### src/rtl/pb_reset_pkg.sv
package pb_reset_pkg;

    typedef enum logic [1:0] {
        STR_HOLD = 2'd0,
        STR_WAIT = 2'd1,
        STR_DONE = 2'd2
    } stretch_st_t;

    typedef struct packed {
        logic btn_held;
        logic pwr_fault;
    } hold_src_t;

    function automatic int unsigned cnt_width(input int unsigned max_val);
        int unsigned w;
        w = $clog2(max_val + 1);
        return (w < 1) ? 1 : w;
    endfunction

endpackage

### src/rtl/pb_ms_tick.sv
module pb_ms_tick #(
    parameter int unsigned TICK_CYCLES = 50000
) (
    input  logic clk,
    input  logic sys_rst,
    output logic tick
);
    localparam int unsigned TW = pb_reset_pkg::cnt_width(TICK_CYCLES - 1);
    localparam logic [TW-1:0] LAST = TW'(TICK_CYCLES - 1);

    logic [TW-1:0] div_q;

    always_ff @(posedge clk) begin
        if (sys_rst) begin
            div_q <= '0;
        end else if (div_q == LAST) begin
            div_q <= '0;
        end else begin
            div_q <= div_q + 1'b1;
        end
    end

    assign tick = (div_q == LAST);
endmodule

### src/rtl/pb_input_cond.sv
module pb_input_cond #(
    parameter int unsigned DEBOUNCE_MS = 16
) (
    input  logic                     clk,
    input  logic                     sys_rst,
    input  logic                     tick,
    input  logic                     btn_n,
    input  logic                     pwr_good,
    output logic                     btn_lvl,
    output logic                     pwr_ok,
    output pb_reset_pkg::hold_src_t  hold
);
    localparam int unsigned DW = pb_reset_pkg::cnt_width(DEBOUNCE_MS);
    localparam logic [DW-1:0] DLIM = DW'(DEBOUNCE_MS);

    logic [1:0]    btn_sync_q;
    logic [1:0]    pg_sync_q;
    logic [DW-1:0] low_cnt_q;
    logic          pressed_q;

    always_ff @(posedge clk) begin
        if (sys_rst) begin
            btn_sync_q <= 2'b11;
            pg_sync_q  <= 2'b00;
            low_cnt_q  <= '0;
            pressed_q  <= 1'b0;
        end else begin
            btn_sync_q <= {btn_sync_q[0], btn_n};
            pg_sync_q  <= {pg_sync_q[0], pwr_good};
            if (btn_sync_q[1]) begin
                low_cnt_q <= '0;
                pressed_q <= 1'b0;
            end else if (tick && !pressed_q) begin
                if (low_cnt_q == DLIM) begin
                    pressed_q <= 1'b1;
                end else begin
                    low_cnt_q <= low_cnt_q + 1'b1;
                end
            end
        end
    end

    assign btn_lvl        = btn_sync_q[1];
    assign pwr_ok         = pg_sync_q[1];
    assign hold.btn_held  = pressed_q;
    assign hold.pwr_fault = ~pg_sync_q[1];
endmodule

### src/rtl/pb_stretch.sv
module pb_stretch #(
    parameter int unsigned STRETCH_MS = 250
) (
    input  logic                     clk,
    input  logic                     sys_rst,
    input  logic                     tick,
    input  pb_reset_pkg::hold_src_t  hold,
    output logic                     rst_out,
    output logic                     rst_out_n
);
    import pb_reset_pkg::*;

    localparam int unsigned SW = cnt_width(STRETCH_MS);
    localparam logic [SW-1:0] SLIM = SW'(STRETCH_MS);

    stretch_st_t   st_q, st_d;
    logic [SW-1:0] cnt_q, cnt_d;
    logic          held;

    assign held = hold.btn_held | hold.pwr_fault;

    always_comb begin
        st_d  = st_q;
        cnt_d = cnt_q;
        if (held) begin
            st_d  = STR_HOLD;
            cnt_d = '0;
        end else begin
            case (st_q)
                STR_HOLD: begin
                    st_d  = STR_WAIT;
                    cnt_d = '0;
                end
                STR_WAIT: begin
                    if (tick) begin
                        if (cnt_q == SLIM) begin
                            st_d = STR_DONE;
                        end else begin
                            cnt_d = cnt_q + 1'b1;
                        end
                    end
                end
                default: st_d = STR_DONE;
            endcase
        end
    end

    always_ff @(posedge clk) begin
        if (sys_rst) begin
            st_q      <= STR_HOLD;
            cnt_q     <= '0;
            rst_out   <= 1'b1;
            rst_out_n <= 1'b0;
        end else begin
            st_q      <= st_d;
            cnt_q     <= cnt_d;
            rst_out   <= (st_d != STR_DONE);
            rst_out_n <= (st_d == STR_DONE);
        end
    end
endmodule

### src/rtl/pb_reset_gen.sv
module pb_reset_gen #(
    parameter int unsigned TICK_CYCLES = 50000,
    parameter int unsigned DEBOUNCE_MS = 16,
    parameter int unsigned STRETCH_MS  = 250
) (
    input  logic clk,
    input  logic sys_rst,
    input  logic btn_n,
    input  logic pwr_good,
    output logic rst_out,
    output logic rst_out_n
);
    pb_reset_pkg::hold_src_t hold;
    logic tick;
    logic btn_lvl;
    logic pwr_ok;

    pb_ms_tick #(.TICK_CYCLES(TICK_CYCLES)) u_tick (
        .clk     (clk),
        .sys_rst (sys_rst),
        .tick    (tick)
    );

    pb_input_cond #(.DEBOUNCE_MS(DEBOUNCE_MS)) u_cond (
        .clk      (clk),
        .sys_rst  (sys_rst),
        .tick     (tick),
        .btn_n    (btn_n),
        .pwr_good (pwr_good),
        .btn_lvl  (btn_lvl),
        .pwr_ok   (pwr_ok),
        .hold     (hold)
    );

    pb_stretch #(.STRETCH_MS(STRETCH_MS)) u_stretch (
        .clk       (clk),
        .sys_rst   (sys_rst),
        .tick      (tick),
        .hold      (hold),
        .rst_out   (rst_out),
        .rst_out_n (rst_out_n)
    );
endmodule

### config.mk
export PLATFORM = sky130hd
export DESIGN_NAME = pb_reset_gen
export DESIGN_NICKNAME = d
export VERILOG_FILES = /design/src/rtl/pb_reset_pkg.sv /design/src/rtl/pb_ms_tick.sv /design/src/rtl/pb_input_cond.sv /design/src/rtl/pb_stretch.sv /design/src/rtl/pb_reset_gen.sv
export SDC_FILE = /design/constraint.sdc
export NUM_CORES = 1
export LEC_CHECK = 0
export BUFFER_PORTS_ARGS = -buffer_cell sky130_fd_sc_hd__buf_2
export CORE_MARGIN = 2
export CORE_UTILIZATION = 40
export CTS_CLUSTER_DIAMETER = 60
export DETAILED_ROUTE_END_ITERATION = 16
export GPL_TIMING_DRIVEN = 0
export SYNTH_ARGS = -nofsm -noshare
export SYNTH_HDL_FRONTEND = slang
export SYNTH_HIERARCHICAL = 1
export SYNTH_SLANG_ARGS = --single-unit
### constraint.sdc
create_clock -name clk -period 2.9 [get_ports clk]
set_clock_uncertainty 0.1 [all_clocks]
set_input_delay 0.58 -clock clk [delete_from_list [all_inputs] [get_ports clk]]
set_output_delay 0.58 -clock clk [all_outputs]
set_load 0.005 [all_outputs]
==> results.json, run 1 <==
{
  "die_boundary_height_um": 70.8,
  "timing.critical_path.from": "u_tick/div_q[0]",
  "timing.final.crit_share_pct": 77.4,
  "rsz0062_at_grt": "false",
  "post-synth-top-area-cell": "dfxtp_1",
  "place_congestion": 0.802,
  "rrSetupSlack_ns": 0.66,
  "final_period_minus_worst_setup_slack_ns": 2.24,
  "maxSlewViolCount": 0,
  "synth_async_sr_flop_share_pct": 0,
  "final_core_utilization_pct": 45.6,
  "top_cells_by_area_synth": "dfxtp_1 43%, xnor2_1 6.4%, nor2_1 4.6%, nand3_1 3.9%, ha_1 3.5%",
  "insertion_delay_ns": 0.29,
  "post-synth-top-count-cell": "dfxtp_1",
  "worstPathCellList": "ha_1 > nand4_2 > and4b_1 > nand2b_1 > or3_1 > a21oi_1",
  "ant_nets": 0,
  "place.detailed.hpwl_um": 2070,
  "setup_viol": 0,
  "yosys_warnings": 6,
  "regToRegStartpoint": "u_tick/div_q[0]",
  "finalHoldViolations": 0,
  "fp.dieW_um": 70.8,
  "clock_tree.htree_level_count": 2,
  "synth_area_sq_um": 1790,
  "postSynthNetCount": 200,
  "tightestPinTransition_ns": 0.397,
  "layout.nets": 212,
  "start_util_pct": 41.3,
  "cts_resized": 0,
  "detail_route.first_pass.iterations": 4,
  "tritoncts_clock_tree": "yes",
  "critPathCaptureType": "flip-flop",
  "fmaxAchievable_ghz": 0.445,
  "critPathRequiredTime_ns": 3.03,
  "crit_path_start_kind": "flip-flop",
  "ctsLongestPathBuffers": 2,
  "worst_hold_path_type": "reg -> reg",
  "synth_seq_area_share_pct": 42.6,
  "global_route.usage.total_pct": 14.2,
  "antenna_cells": 0,
  "timing.critical_path.to": "u_cond/low_cnt_q[0]",
  "synthesis.area_per_instance_sq_um": 9.35,
  "cts-buffers-inserted": 5,
  "grt_max_degree": 13,
  "yosys_most_used_dff": "dfxtp_1",
  "gr-total-overflow": 0,
  "synth.top_cell.area_share_pct": 42.6,
  "dr_iter_0_viols": 56,
  "cp_max_fo": 9,
  "num_vias": 1299,
  "grt_first_pass_wirelength_um": 5650,
  "holdBufCountCts": 0,
  "synth_cells": 191,
  "antenna_found_initial": 0,
  "finalWirelength_um": 2990,
  "slew_headroom_pct": 73.3,
  "ioPinCount": 6,
  "critical_path_max_stage_delay_ns": 0.54,
  "worst-setup-path-type": "reg -> reg",
  "die_area_sq_um": 5010,
  "number_of_global_route_vias_before_repair": 1246,
  "drive_above_1_share_pct": 14.2,
  "rr_worst_depth": 6,
  "coreArea_sq_um": 4320,
  "peakVddDrop_mv": 0.309,
  "p_leak_nw": 0.629,
  "postCtsSetupRepairBufs": 0,
  "critical-path-slowest-cell": "and4b_1",
  "synth-edff-count": 0,
  "setup_tns_ns": 0,
  "wire_per_inst_um": 11.7,
  "post_drt_via_cell_ratio": 5.07,
  "synthTopCellsByCount": "38 x dfxtp_1, 22 x nor2_1, 14 x nand3_1",
  "cts.clk_slew.worst_paths_ns": 0.07,
  "core.rowCount": 24,
  "power_density_nw_per_um2": 475,
  "flops_latches_synth": 38,
  "clk_root_buffer_cell": "clkbuf_8",
  "max-cap-violations": 0,
  "worstPathArrival_ns": 2.37,
  "clock-sinks": 38,
  "synth_cell_type_count": 42,
  "area_growth_syn_to_layout_pct": 10.4,
  "r2r_end": "u_cond/low_cnt_q[0]",
  "drt_drc_violations_left": 0,
  "run_status": "completed",
  "io_buffer_count": 5
}
sequential cells by signal (all words and copies together) (netlist names):
signal	flops
u_cond/btn_sync_q	2
u_cond/low_cnt_q	5
u_cond/pg_sync_q	2
u_cond/pressed_q	1
u_stretch/cnt_q	8
u_stretch/rst_out	1
u_stretch/rst_out_n	1
u_stretch/st_q	2
u_tick/div_q	16
worst max-delay path: cells and delay by family, from the launching register on:
kind	cells	cell delay (ns)
DFF	1	0.37
and+or+nand+nor	4	1.32
AOI/OAI and AO/OA	1	0.14
adders and majority gates	1	0.24
power by group:
group | switching, mW | internal [mW]
Combinational | 0.0145 | 0.0118
Clock | 0.186 | 0.191
Sequential | 0.00468 | 0.528
Total | 0.205 | 0.731
cells by family after synthesis:
family	share of synthesized area (%)
xor+xnor	6.87
fa+ha+maj	3.50
compound gates	6.66
flops	42.6
mux	3.36
buf+inv	4.27
simple gates	32.7
cell usage in the layout (no fill, tap or decap), types with 2 or more instances in the layout:
master    Yosys  routed
dfxtp_1      38      38
nor2_1       22      22
nand3_1      14      14
xnor2_1      13      13
nand2_1      12      12
inv_1         8       8
nand3b_1      7       7
nor4_1        7       7
clkbuf_8      0       6
buf_2         1       6
a21oi_1       6       6
mux2i_1       6       6
ha_1          5       5
or3_1         4       4
or2_2         4       4
o21ai_0       4       4
nand4_1       4       4
nor3_1        4       4
buf_6         3       3
o211ai_1      2       2
o31ai_1       2       2
nor2b_1       2       2
and2_1        2       2
nor4bb_1      2       2
worst min path at each step:
stage,startpoint,to,slack [ns],cells past startpoint
2_1_floorplan,u_cond/btn_sync_q[0],u_cond/btn_sync_q[1],0.29,1
5_1_grt,u_cond/btn_sync_q[0],u_cond/btn_sync_q[1],0.33,1
3_5_place_dp,u_cond/btn_sync_q[0],u_cond/btn_sync_q[1],0.30,1
3_3_place_gp,u_cond/btn_sync_q[0],u_cond/btn_sync_q[1],0.29,1
6_report,u_cond/btn_sync_q[0],u_cond/btn_sync_q[1],0.32,1
4_1_cts,u_cond/btn_sync_q[0],u_cond/btn_sync_q[1],0.32,1
layout make-up:
class | count | area (sq um)
Fill cell | 447 | 2350
Multi-Input combinational cell | 140 | 948
Sequential cell | 38 | 761
Clock buffer | 6 | 82.6
Tap cell | 52 | 65.1
Buffer | 5 | 46.3
Inverter | 8 | 30.0
Timing Repair Buffer | 5 | 25.0
Clock inverter | 2 | 12.5
stage by stage:
stage          setup slack (ns)  hold slack, ns  cells  power (mW)  instance area, sq um
2_1_floorplan             0.917           0.289    191       0.563                  1790
3_3_place_gp              0.656           0.294    248       0.572                  1880
3_5_place_dp              0.656           0.303    248       0.572                  1880
4_1_cts                   0.650           0.321    256       0.958                  1970
5_1_grt                   0.443           0.331    256       0.981                  1970
6_report                  0.655           0.316    256       0.936                  1970
routing by layer:
metal,wire (um),track usage (%)
met1,1590,19.5
met2,1270,20.4
met3,89,4.70
met4,47,6.29
met5,0,0
(Power assumes the default switching activity.)
==> run 2: changes to the inputs <==
Settings changed: ABC_AREA from default to 1.
Clock period 2.9 ns to 2.1 ns, I/O delays scaled along.
==> results.json, run 2 <==
{
  "run_status": "completed",
  "fillers": 474,
  "coreArea_sq_um": 4690,
  "internal-power_mw": 1.01,
  "cp_max_fo": 9,
  "fin_ws_ns": 0.196,
  "p_leak_nw": 0.810,
  "timing.final.crit_share_pct": 90.7,
  "worstPathCellList": "ha_2 > nand3_2 > or2_4 > nor2_4 > inv_1 > nor2_2 > nand2_2 > nand2_4 > nand2_1 > nand2_1 > nand2_1 > nor2_1",
  "rr_worst_depth": 12,
  "place_congestion": 0.822,
  "synth_async_sr_flop_share_pct": 0,
  "insertion_delay_ns": 0.29,
  "synth-edff-count": 0,
  "synthesis.area_per_instance_sq_um": 6.72,
  "finalHoldViolations": 0,
  "peakVddDrop_mv": 0.378,
  "max-cap-violations": 0,
  "postCtsSetupRepairBufs": 0,
  "synth_cells": 288,
  "max_flop_register": "u_tick/div_q",
  "grt_first_pass_wirelength_um": 6030,
  "ctsLongestPathBuffers": 2,
  "worstPathArrival_ns": 2.03,
  "post-synth-top-count-cell": "nand2_1",
  "clock-sinks": 38,
  "wire_per_inst_um": 10.0,
  "gr-total-overflow": 0,
  "rrSetupSlack_ns": 0.20,
  "antenna_cells": 0,
  "worst_hold_path_type": "in -> reg",
  "post_drt_via_cell_ratio": 4.71,
  "final_period_minus_worst_setup_slack_ns": 1.90,
  "seqPwrFrac_pct": 57.0,
  "synth_cell_type_count": 25,
  "largest_reg_flops": 16,
  "antenna_found_initial": 0,
  "global_route.usage.total_pct": 14.5,
  "postSynthNetCount": 297,
  "critPathCaptureType": "flip-flop",
  "drive_above_1_share_pct": 14.6,
  "yosys_most_used_dff": "dfxtp_1",
  "holdBufCountCts": 0,
  "flops_latches_synth": 38,
  "drt_drc_violations_left": 0,
  "io_buffer_count": 5,
  "finalWirelength_um": 3560,
  "critical-path-slowest-cell": "dfxtp_1",
  "hold_path_depth": 2,
  "tritoncts_clock_tree": "yes",
  "die_area_sq_um": 5410,
  "maxSlewViolCount": 0,
  "dr_iter_0_viols": 59,
  "largestRegisters": "u_tick/div_q x16, u_stretch/cnt_q x8, u_cond/low_cnt_q x5",
  "switching_share_pct": 21.8,
  "start_util_pct": 41.2,
  "cts.clk_slew.worst_paths_ns": 0.07,
  "power.switching_mw": 0.281,
  "top_cells_by_area_synth": "dfxtp_1 39%, nand2_1 13%, nor2_1 10%, inv_1 8.3%, nand3_1 4.4%",
  "area_growth_syn_to_layout_pct": 10.5,
  "ant_nets": 0,
  "post-synth-top-area-cell": "dfxtp_1",
  "number_of_global_route_vias_before_repair": 1381,
  "synth_area_sq_um": 1930,
  "layout.nets": 309,
  "power_density_nw_per_um2": 604,
  "pwr-share-clk_pct": 40.1,
  "critical_path_max_stage_delay_ns": 0.35,
  "setup_viol": 0,
  "core.rowCount": 25,
  "rsz0062_at_grt": "false",
  "clock_tree.htree_level_count": 2,
  "tightestPinTransition_ns": 0.372,
  "place.detailed.hpwl_um": 2540,
  "post-place-ws_ns": -0.0516,
  "fp.dieW_um": 73.5,
  "crit_path_start_kind": "flip-flop",
  "synth.top_cell.area_share_pct": 39.3,
  "grt_max_degree": 12,
  "detail_route.first_pass.iterations": 4,
  "cts-buffers-inserted": 5,
  "yosys_warnings": 6,
  "ioPinCount": 6,
  "most_prevalent_standard_cell_on_the_critical_path": "nand2_1",
  "critPathRequiredTime_ns": 2.23,
  "fin_worst_hold_slack_ns": 0.230,
  "worst-setup-path-type": "reg -> reg",
  "die_boundary_height_um": 73.5,
  "num_vias": 1672,
  "synthTopCellsByCount": "67 x nand2_1, 53 x nor2_1, 43 x inv_1",
  "clk_root_buffer_cell": "clkbuf_8",
  "share_comb_of_total_power_pct": 2.9,
  "fmaxAchievable_ghz": 0.525,
  "synth_seq_area_share_pct": 39.3,
  "layout_commonest_cell": "nand2_1",
  "layout_common_cells": "67 x nand2_1, 52 x nor2_1, 43 x inv_1, 37 x dfxtp_1, 16 x nand3_1",
  "slew_headroom_pct": 75.1
}
-- run 2: cell count changes in the layout (fill, tap and decap cells not counted), sizes merged, moves of 4 or more --
| cell | delta |
|---|---|
| nand2 | +65 |
| inv | +39 |
| nor2 | +38 |
| xnor2 | -12 |
| a21oi | +10 |
| nand3b | -7 |
| nor4 | -7 |
| mux2i | -6 |
| nand4 | +4 |
| or3 | -4 |
-- run 2: path summary, 6_finish.rpt --
kind | from | endpoint
worst min-delay path | btn_n | u_cond/btn_sync_q[0]
worst max register to register | u_tick/div_q[1] | u_stretch/cnt_q[4]
worst max-delay path | u_tick/div_q[1] | u_stretch/cnt_q[4]
worst min register to register | u_cond/pg_sync_q[0] | u_cond/pg_sync_q[1]
-- run 2: timing repair --
action                                 CTS  global route
endpoints found under the hold margin    0             0
setup endpoints to repair                7            10
pin swaps                                0             0
gates resized for setup                  2             4
-- run 2: layer usage --
| metal | routed length (um) | vias to the layer above | track usage (%) |
|---|---|---|---|
| met2 | 1650 | 28 | 23.2 |
| met1 | 1730 | 723 | 18.3 |
| met5 | 0 | - | 0 |
| met3 | 118 | 7 | 4.12 |
| met4 | 61 | 0 | 6.06 |
| li1 | - | 914 | - |
-- run 2: cell families after synthesis --
group	share of synthesized area (%)
buffers and inverters	10.3
xor gates and xnor gates	1.81
adders and majority gates	3.23
DFF	39.3
and+or+nand+nor	39.8
AOI/OAI and AO/OA	5.50
-- run 2: through the flow --
stage          power [mW]  setup TNS (ns)  util [%]  cells  instance area (sq um)
2_1_floorplan       0.776               0         -    288                   1930
3_3_place_gp        0.788         -0.0298      43.2    347                   2030
3_5_place_dp        0.789          -0.212      43.2    347                   2030
4_1_cts              1.32               0      45.3    355                   2130
5_1_grt              1.36               0      45.5    355                   2140
6_report             1.29               0      45.5    355                   2140
-- run 2: power by group through the flow --
stage / Clock, mW / Combinational, mW / Sequential, mW
5_1_grt: 0.581 / 0.0432 / 0.736
6_report: 0.518 / 0.0374 / 0.735
3_5_place_dp: 0 / 0.0373 / 0.751
2_1_floorplan: 0 / 0.0261 / 0.750
4_1_cts: 0.546 / 0.0376 / 0.734
3_3_place_gp: 0 / 0.0366 / 0.751
-- run 2: worst max-delay path, delay by kind of cell (launching register included) --
family,cells,cell delay [ns]
adder cells (fa/ha/maj),1,0.21
buffers and inverters,1,0.06
flip-flops,1,0.35
AND/OR/NAND/NOR,10,1.12
-- run 2: area by class of cell --
class | instances | area, sq um | share of cell area (%)
Timing Repair Buffer | 5 | 25.0 | 1.17
Sequential cell | 38 | 762 | 35.7
Clock buffer | 7 | 86.3 | 4.04
Clock inverter | 1 | 5.00 | 0.234
Buffer | 2 | 22.5 | 1.05
Multi-Input combinational cell | 201 | 992 | 46.4
Tap cell | 54 | 67.6 | 3.16
Inverter | 47 | 176 | 8.26
==> run 3: changes to the inputs <==
Settings changed: CORE_MARGIN 2 to 10, RECOVER_POWER from default to 25, SLEW_MARGIN from default to 10.
==> results.json, run 3 (same netlist as run 2, synthesis figures left out) <==
{
  "run_status": "completed",
  "io_buffer_count": 5,
  "critical-path-slowest-cell": "dfxtp_2",
  "cp_num_cells": 11,
  "fillers": 495,
  "grt_first_pass_wirelength_um": 6470,
  "largest_reg_flops": 16,
  "die_area_sq_um": 8020,
  "critPathRequiredTime_ns": 2.19,
  "finalWirelength_um": 3590,
  "design_area_sq_um": 2180,
  "cp_max_fo": 9,
  "critPathCaptureType": "flip-flop",
  "insertion_delay_ns": 0.29,
  "wire_per_inst_um": 10.1,
  "largestRegisters": "u_tick/div_q x16, u_stretch/cnt_q x8, u_cond/low_cnt_q x5",
  "start_util_pct": 41.2,
  "ioPinCount": 6,
  "r2r_end": "u_stretch/cnt_q[2]",
  "number_of_global_route_vias_before_repair": 1478,
  "layout.nets": 309,
  "clock-sinks": 38,
  "timing.final.crit_share_pct": 90.6,
  "postCtsSetupRepairBufs": 0,
  "hold_path_depth": 2,
  "cts-buffers-inserted": 5,
  "tightestPinTransition_ns": 0.351,
  "num_vias": 1672,
  "final_core_utilization_pct": 46.4,
  "p_leak_nw": 0.824,
  "dr_iter_0_viols": 66,
  "final_period_minus_worst_setup_slack_ns": 1.90,
  "fin_ws_ns": 0.197,
  "max_flop_register": "u_tick/div_q",
  "antenna_cells": 0,
  "max-cap-violations": 0,
  "finalHoldViolations": 0,
  "design_power_total_mw": 1.54,
  "gr-total-overflow": 0,
  "placement.cell_area_sq_um": 2030,
  "drive_above_1_share_pct": 14.0,
  "worstPathCellList": "ha_2 > nand3_2 > or2_4 > nor2_4 > inv_1 > nor2_2 > nand2_2 > nand2_4 > nand2_1 > nor2_1 > nor2_1",
  "drt_drc_violations_left": 0,
  "peakVddDrop_mv": 0.405,
  "ctsLongestPathBuffers": 2,
  "worst-setup-path-type": "reg -> reg",
  "post-place-cells": 347,
  "layoutNonFillerInstCount": 355,
  "most_prevalent_standard_cell_on_the_critical_path": "nor2_1",
  "place.detailed.hpwl_um": 2560,
  "rsz0062_at_grt": "false",
  "critical-path-top-delay-family": "simple AND/OR/NAND/NOR gates",
  "tritoncts_clock_tree": "yes",
  "min_delay_worst_endpoint": "u_cond/btn_sync_q[0]",
  "regToRegStartpoint": "u_tick/div_q[0]",
  "fp.dieW_um": 89.5,
  "fmaxAchievable_ghz": 0.526,
  "crit_path_start_kind": "flip-flop",
  "layout_common_cells": "68 x nand2_1, 52 x nor2_1, 43 x inv_1, 36 x dfxtp_1, 16 x nand3_1",
  "antenna_found_initial": 0,
  "worst_hold_path_type": "in -> reg",
  "power_density_nw_per_um2": 707,
  "critical_path_max_stage_delay_ns": 0.36,
  "critical_path.n_buffers_inverters": 1,
  "coreArea_sq_um": 4690,
  "slew_headroom_pct": 76.5,
  "cts.clk_slew.worst_paths_ns": 0.08,
  "clock_tree.htree_level_count": 2,
  "rr_worst_depth": 11,
  "ant_nets": 0,
  "detail_route.first_pass.iterations": 4,
  "hp-start": "btn_n",
  "place_congestion": 0.788,
  "grt_max_degree": 13,
  "maxSlewViolCount": 0,
  "clk_root_buffer_cell": "clkbuf_8",
  "die_boundary_height_um": 89.5,
  "global_route.usage.total_pct": 10.3,
  "layout_commonest_cell": "nand2_1",
  "rrSetupSlack_ns": 0.20,
  "worstPathArrival_ns": 2.00,
  "setup_viol": 0,
  "post_drt_via_cell_ratio": 4.71,
  "core.rowCount": 25,
  "post-place-ws_ns": -0.0628,
  "area_growth_syn_to_layout_pct": 12.6
}
## run 3: worst max-delay path by stage
stage,startpoint,endpoint,slack [ns]
5_1_grt,u_tick/div_q[0],u_stretch/cnt_q[2],0.01
6_report,u_tick/div_q[0],u_stretch/cnt_q[2],0.20
2_1_floorplan,u_tick/div_q[0],u_stretch/cnt_q[2],0.23
4_1_cts,u_tick/div_q[0],u_stretch/cnt_q[2],0.05
3_5_place_dp,u_tick/div_q[0],u_stretch/cnt_q[2],-0.06
3_3_place_gp,u_tick/div_q[0],u_stretch/cnt_q[4],-0.02
## run 3: final cells by class
type | instances | area (sq um) | area share (%)
clock buffers | 6 | 82.6 | 3.79
inverters | 47 | 176 | 8.10
well taps | 54 | 67.6 | 3.10
plain buffers | 2 | 22.5 | 1.03
flip-flops and latches | 38 | 763 | 35.0
repair buffers | 5 | 21.3 | 0.976
multi-input cells | 201 | 985 | 45.2
clock inverters | 2 | 60.1 | 2.76
## run 3: worst register-to-register path: stages (launching register included)
cell,delay [ns]
dfxtp_2,0.36
ha_2,0.20
nand3_2,0.14
or2_4,0.28
nor2_4,0.13
inv_1,0.06
nor2_2,0.12
nand2_2,0.08
nand2_4,0.11
nand2_1,0.08
nor2_1,0.09
nor2_1,0.05
## run 3: what timing repair did
item	in CTS	in global routing
hold buffers	0	0
gates resized for setup	2	5
setup endpoints to repair	7	13
## run 3: where the power goes
part	leakage [nW]	switching [mW]	total, mW	internal (mW)
Combinational	0.444	0.0212	0.0354	0.0141
Sequential	0.308	0.00607	0.736	0.730
Clock	0.0714	0.263	0.770	0.507
## run 3: routing by layer
layer  vias to the layer above  track usage (%)  part of all wire [%]
li1                        905                -                     -
met1                       749             12.7                    49
met2                        12             16.2                    46
met3                         6             3.28                   2.7
met4                         0             4.34                   1.7
met5                         -                0                     0
## run 3: stage by stage
stage	hold WS [ns]	TNS [ns]
floorplan	0.288	0
global placement	0.295	-0.0460
detailed placement	0.297	-0.185
CTS	0.211	0
global route	0.205	0
finish	0.222	0
